`src/rtl/shift_pkg.sv`:
```
// Package: shared operation codes and sizing for the shift unit.
// Assumes the data width is a power of two so the count is log2 wide.
package shift_pkg;
    typedef enum logic [2:0] {
        SEL_SLL_IMM = 3'd0,
        SEL_SRL_IMM = 3'd1,
        SEL_SRA_IMM = 3'd2,
        SEL_NOP_A   = 3'd3,
        SEL_SLL_REG = 3'd4,
        SEL_SRL_REG = 3'd5,
        SEL_SRA_REG = 3'd6,
        SEL_NOP_B   = 3'd7
    } shift_sel_e;

    typedef struct packed {
        logic valid;
        logic left;
        logic arith;
        logic use_reg;
    } shift_ctl_t;
endpackage

```
`src/rtl/shift_decode.sv`:
```
// Module: shift_decode
// Turns the 3-bit select into direction, fill kind and count source.
// Assumes codes 3 and 7 are unused and marks them invalid (pass-through).
module shift_decode
    import shift_pkg::*;
(
    input  logic [2:0]  sel_i,
    output shift_ctl_t  ctl_o
);
    // Purpose: map each select code onto the control fields.
    always_comb begin
        ctl_o = '0;
        case (shift_sel_e'(sel_i))
            SEL_SLL_IMM: ctl_o = '{valid: 1'b1, left: 1'b1, arith: 1'b0, use_reg: 1'b0};
            SEL_SRL_IMM: ctl_o = '{valid: 1'b1, left: 1'b0, arith: 1'b0, use_reg: 1'b0};
            SEL_SRA_IMM: ctl_o = '{valid: 1'b1, left: 1'b0, arith: 1'b1, use_reg: 1'b0};
            SEL_SLL_REG: ctl_o = '{valid: 1'b1, left: 1'b1, arith: 1'b0, use_reg: 1'b1};
            SEL_SRL_REG: ctl_o = '{valid: 1'b1, left: 1'b0, arith: 1'b0, use_reg: 1'b1};
            SEL_SRA_REG: ctl_o = '{valid: 1'b1, left: 1'b0, arith: 1'b1, use_reg: 1'b1};
            default:     ctl_o = '0;
        endcase
    end
endmodule

```
`src/rtl/shift_barrel.sv`:
```
// Module: shift_barrel
// Logarithmic right-shift barrel, one bit wider than the data. The extra
// low bit catches whatever leaves the field, so after the last stage it
// holds the last bit shifted out. A left shift reverses the bits before and
// after the barrel.
// Assumes DATA_W is a power of two.
module shift_barrel #(
    parameter int DATA_W = 32
) (
    input  logic [DATA_W-1:0]         din_i,
    input  logic [$clog2(DATA_W)-1:0] cnt_i,
    input  logic                      left_i,
    input  logic                      arith_i,
    output logic [DATA_W-1:0]         dout_o,
    output logic                      last_o
);
    localparam int CNT_W = $clog2(DATA_W);
    localparam int EXT_W = DATA_W + 1;

    logic [DATA_W-1:0] din_rev;
    logic [DATA_W-1:0] right_res;
    logic [DATA_W-1:0] right_rev;
    logic [EXT_W-1:0]  stage [0:CNT_W];
    logic              fill;

    // Purpose: bit-reverse the input and the barrel output for left shifts.
    for (genvar b = 0; b < DATA_W; b++) begin : g_rev
        assign din_rev[b]   = din_i[DATA_W-1-b];
        assign right_rev[b] = right_res[DATA_W-1-b];
    end

    assign fill     = arith_i & ~left_i & din_i[DATA_W-1];
    assign stage[0] = {(left_i ? din_rev : din_i), 1'b0};

    // Purpose: each stage moves the data right by 2**s when count bit s is set.
    for (genvar s = 0; s < CNT_W; s++) begin : g_stage
        localparam int K = 1 << s;
        assign stage[s+1] = cnt_i[s] ? {{K{fill}}, stage[s][EXT_W-1:K]} : stage[s];
    end

    assign right_res = stage[CNT_W][EXT_W-1:1];
    assign dout_o    = left_i ? right_rev : right_res;
    assign last_o    = stage[CNT_W][0];

    // Purpose: a zero count must leave the data intact and catch no bit.
    always_comb begin
        if (cnt_i == '0) begin
            assert_zero_count_R6: assert (dout_o == din_i && !last_o)
                else $error("zero count altered data or carry");
        end
    end

    // Purpose: top bit of a right shift is the sign copy or zero (R2 too).
    always_comb begin
        if (!left_i && cnt_i != '0) begin
            assert_msb_fill_R3: assert (dout_o[DATA_W-1] == (arith_i & din_i[DATA_W-1]))
                else $error("wrong high fill on right shift");
        end
    end
endmodule

```
`src/rtl/shift_unit.sv`:
```
// Module: shift_unit (top)
// Combinational shifter with carry, overflow and zero flags. Picks the count
// from the instruction's shift-amount field or from a register operand.
// Assumes the immediate field sits at SHAMT_LSB and is log2(DATA_W) wide.
module shift_unit
    import shift_pkg::*;
#(
    parameter int DATA_W    = 32,
    parameter int INSN_W    = 32,
    parameter int SHAMT_LSB = 6
) (
    input  logic [2:0]        sel_i,
    input  logic [DATA_W-1:0] src_i,
    input  logic [DATA_W-1:0] rs_val_i,
    input  logic [INSN_W-1:0] insn_i,
    output logic [DATA_W-1:0] res_o,
    output logic              cf_o,
    output logic              of_o,
    output logic              zf_o
);
    localparam int CNT_W = $clog2(DATA_W);

    shift_ctl_t        ctl;
    logic [CNT_W-1:0]  cnt;
    logic [DATA_W-1:0] shifted;
    logic              last_bit;
    logic              unused_bits;

    shift_decode u_decode (
        .sel_i (sel_i),
        .ctl_o (ctl)
    );

    // Purpose: choose the count source before the barrel.
    assign cnt = ctl.use_reg ? rs_val_i[CNT_W-1:0] : insn_i[SHAMT_LSB +: CNT_W];

    shift_barrel #(.DATA_W(DATA_W)) u_barrel (
        .din_i   (src_i),
        .cnt_i   (cnt),
        .left_i  (ctl.left),
        .arith_i (ctl.arith),
        .dout_o  (shifted),
        .last_o  (last_bit)
    );

    // Purpose: form the result and flags; invalid codes pass the operand.
    always_comb begin
        res_o = ctl.valid ? shifted : src_i;
        cf_o  = ctl.valid & last_bit;
        of_o  = 1'b0;
        zf_o  = ctl.valid & (shifted == '0);
    end

    assign unused_bits = ^{rs_val_i[DATA_W-1:CNT_W], insn_i};

    // Purpose: unused codes leave the operand untouched with flags clear.
    always_comb begin
        if (!ctl.valid) begin
            assert_passthru_R11: assert (res_o == src_i && !cf_o && !zf_o && !of_o)
                else $error("pass-through code changed data or flags");
        end
    end

    // Purpose: a nonzero left shift always puts 0 into bit 0.
    always_comb begin
        if (ctl.valid && ctl.left && cnt != '0) begin
            assert_low_fill_R1: assert (res_o[0] == 1'b0)
                else $error("left shift did not zero-fill");
        end
    end

    // Purpose: logical shifts can only lose ones, never create them.
    always_comb begin
        if (ctl.valid && !ctl.arith) begin
            assert_no_new_ones_R2: assert ($countones(res_o) <= $countones(src_i))
                else $error("logical shift created ones");
        end
    end
endmodule

```
`config.mk`:
```
export PLATFORM = sky130hd
export DESIGN_NAME = shift_unit
export DESIGN_NICKNAME = d
export VERILOG_FILES = /design/src/rtl/shift_pkg.sv /design/src/rtl/shift_decode.sv /design/src/rtl/shift_barrel.sv /design/src/rtl/shift_unit.sv
export SDC_FILE = /design/constraint.sdc
export NUM_CORES = 1
export LEC_CHECK = 0
export BUFFER_PORTS_ARGS = -buffer_cell sky130_fd_sc_hd__buf_2
export CAP_MARGIN = 20
export CELL_PAD_IN_SITES_DETAIL_PLACEMENT = 0
export CELL_PAD_IN_SITES_GLOBAL_PLACEMENT = 1
export CORE_ASPECT_RATIO = 2
export CORE_MARGIN = 2
export CORE_UTILIZATION = 36
export DETAILED_ROUTE_END_ITERATION = 10
export PLACE_DENSITY = 0.84
export SLEW_MARGIN = 0
export SYNTH_ARGS = -nofsm -noshare
export SYNTH_HDL_FRONTEND = slang
export SYNTH_HIERARCHICAL = 1
export SYNTH_SLANG_ARGS = --single-unit
export TNS_END_PERCENT = 20
```
`constraint.sdc`:
```
create_clock -name vclk -period 5.5
set_clock_uncertainty 0.15 [all_clocks]
set_input_delay 1.1 -clock vclk [all_inputs]
set_output_delay 1.1 -clock vclk [all_outputs]
set_load 0.05 [all_outputs]
```
==> summary.txt <==
flip-flop and latch area: 0 um^2
Total Wirelength: 28.8 mm
Routed Antenna Nets: 0
Synth cell types: 73
DP HPWL: 22.7 mm
fill count: 1170
Yosys top cell area share: 0.172
Setup violations, final: 8
first-pass GRT wire length: 41.3 mm
Hold Fails Final Rpt: 0
IO Port Bufs: 79
crit path DAT: 4.46 ns
Worst VDD drop: 0.149 mV
Die Span Y: 162 um
row cnt: 57
CP required: 4.25 ns
global route total overflow: 0
final worst-path setup slack: -0.215 ns
worst slew pin tran: 0.755 ns
core box area: 12100 um^2
via density per instance: 6.63
Placer Congestion: 1.16
DR iter-0 viols: 637
Pleak: 0.00319 uW
Layout area overhead: 56.1%
syn avg cell area: 7.65 um^2
Worst slew margin: 0.496
synthesized area: 4480 um^2
Nets: 939
routed via count: 6530
max cap viols: 0
pre-CTS setup slack: -0.455 ns
startpoint types: input pin
hold wc startpoint: src_i[0]
Initial Util: 0.370
Setup Crit Path Kind: input pin to output pin
Fmax: 175 MHz
# IOs: 134
HP Class: input pin to output pin
multi-input combinational cell area: 4480 um^2
status: finished with violations
critical path endpoint category: output pin
sequential fraction of the synthesis area: 0
First-pass DRT Iterations: 5
syn_nets: 685
Post-Syn Instances: 586
Yosys warnings: 6
RSZ-0062 raised after global routing: true
Power Density: 190 nW/um^2
DRC Markers: 0
DIE AREA: 13400 um^2
crit share post-route: 1.04
pins over their slew limit: 0
Hold WS: 2.60 ns
dpl cells: 968
number of clock buffers in the layout: 0
final std cells w/o fill: 985
failing checks: negative setup slack
Avg WL per Cell: 29.2 um
seq_cells: 0
area leader, netlist: mux2i_1
vias in the first global route: 6587
Diodes inserted: 0
Crit Path Max Fanout: 8
gr usage total: 0.408
crit path capture: zf_o
critical path launch point: sel_i[1]
pin count of the biggest net entering global routing: 35
share of layout cells above drive strength 1: 0.530
initial antenna violation count: 0
cells taking the most area after synthesis: mux2i_1 (17%), mux2_2 (13%), mux4_1 (7.0%)
TNS Setup: -0.548 ns
Final min period: 5.71 ns
Chip Width: 82.9 um
-- worst min-delay path by stage --
stage                     endpoint  slack, ns  cells past startpoint
after floorplan           res_o[0]       2.35                      1
after global placement    res_o[0]       2.63                      3
after detailed placement  res_o[0]       2.63                      3
after CTS                 res_o[0]       2.63                      3
after global routing      res_o[0]       2.61                      3
final                     res_o[0]       2.60                      3
-- per-layer routing --
layer,share of wire,vias to the layer above,wire length (um),track usage
met3,0.066,156,1910,0.0422
met1,0.31,3111,9010,0.400
met4,0.12,0,3350,0.385
met5,0,-,0,0
met2,0.50,430,14500,0.733
li1,-,2833,-,-
-- stage by stage --
stage	power [uW]	util	cell area [um^2]
after floorplan	643	-	4500
after global placement	1170	0.531	6440
after detailed placement	1170	0.531	6440
after CTS	1220	0.550	6670
after global routing	1370	0.577	7000
final	1330	0.577	7000
-- cells by family after synthesis --
kind of cell	Yosys count	share of synthesized area
buffers and inverters	64	0.0806
xor gates and xnor gates	1	0.00195
muxes	154	0.438
and+or+nand+nor	187	0.194
AOI/OAI and AO/OA	179	0.284
other	1	0.000836
-- synthesized netlist by cell type (12+ instances only) --
cell / n
mux2i_1: 77
nand2_1: 64
nor2_1: 54
mux2_2: 50
a21oi_1: 30
a22oi_1: 26
clkbuf_1: 25
o21ai_0: 20
nand3_1: 15
buf_2: 14
mux4_1: 12
mux4_2: 12
-- final cells by class --
| class | instances | area share |
|---|---|---|
| well taps | 147 | 0.0263 |
| multi-input cells | 524 | 0.641 |
| repair buffers | 306 | 0.329 |
| inverters | 8 | 0.00429 |
-- worst max-delay path, stage by stage --
cell and delay (ns):
buf_8 0.10, a21boi_4 0.17, buf_6 0.16, mux2_4 0.39, buf_4 0.18, mux4_2 0.31, mux4_2 0.58, a21oi_2 0.20
o32ai_1 0.10, nand2_1 0.09, o211ai_1 0.17, nor4_1 0.31, nand4_1 0.18, nor3_4 0.23, buf_6 0.18
-- report_power, final --
part / leakage, uW / switching (uW) / internal, uW
Clock: 0 / 0 / 0
Sequential: 0 / 0 / 0
Combinational: 0.00319 / 768 / 560
-- placed cells by master, fill, tap and decap left out, types with 17 or more instances in the layout --
cell type / count
buf_4: 220
mux2i_1: 69
nand2_1: 62
buf_2: 57
nor2_1: 49
mux2_2: 42
a21oi_1: 27
a22oi_1: 19
o21ai_0: 18
mux4_2: 17
-- timing repair --
action	CTS	global route
pin swaps	17	15
buffers inserted	8	7
hold buffers	0	0
cloned	2	0
gates resized for setup	45	70
endpoints found under the setup margin	28	27
Power figures use the tool's default switching activity.
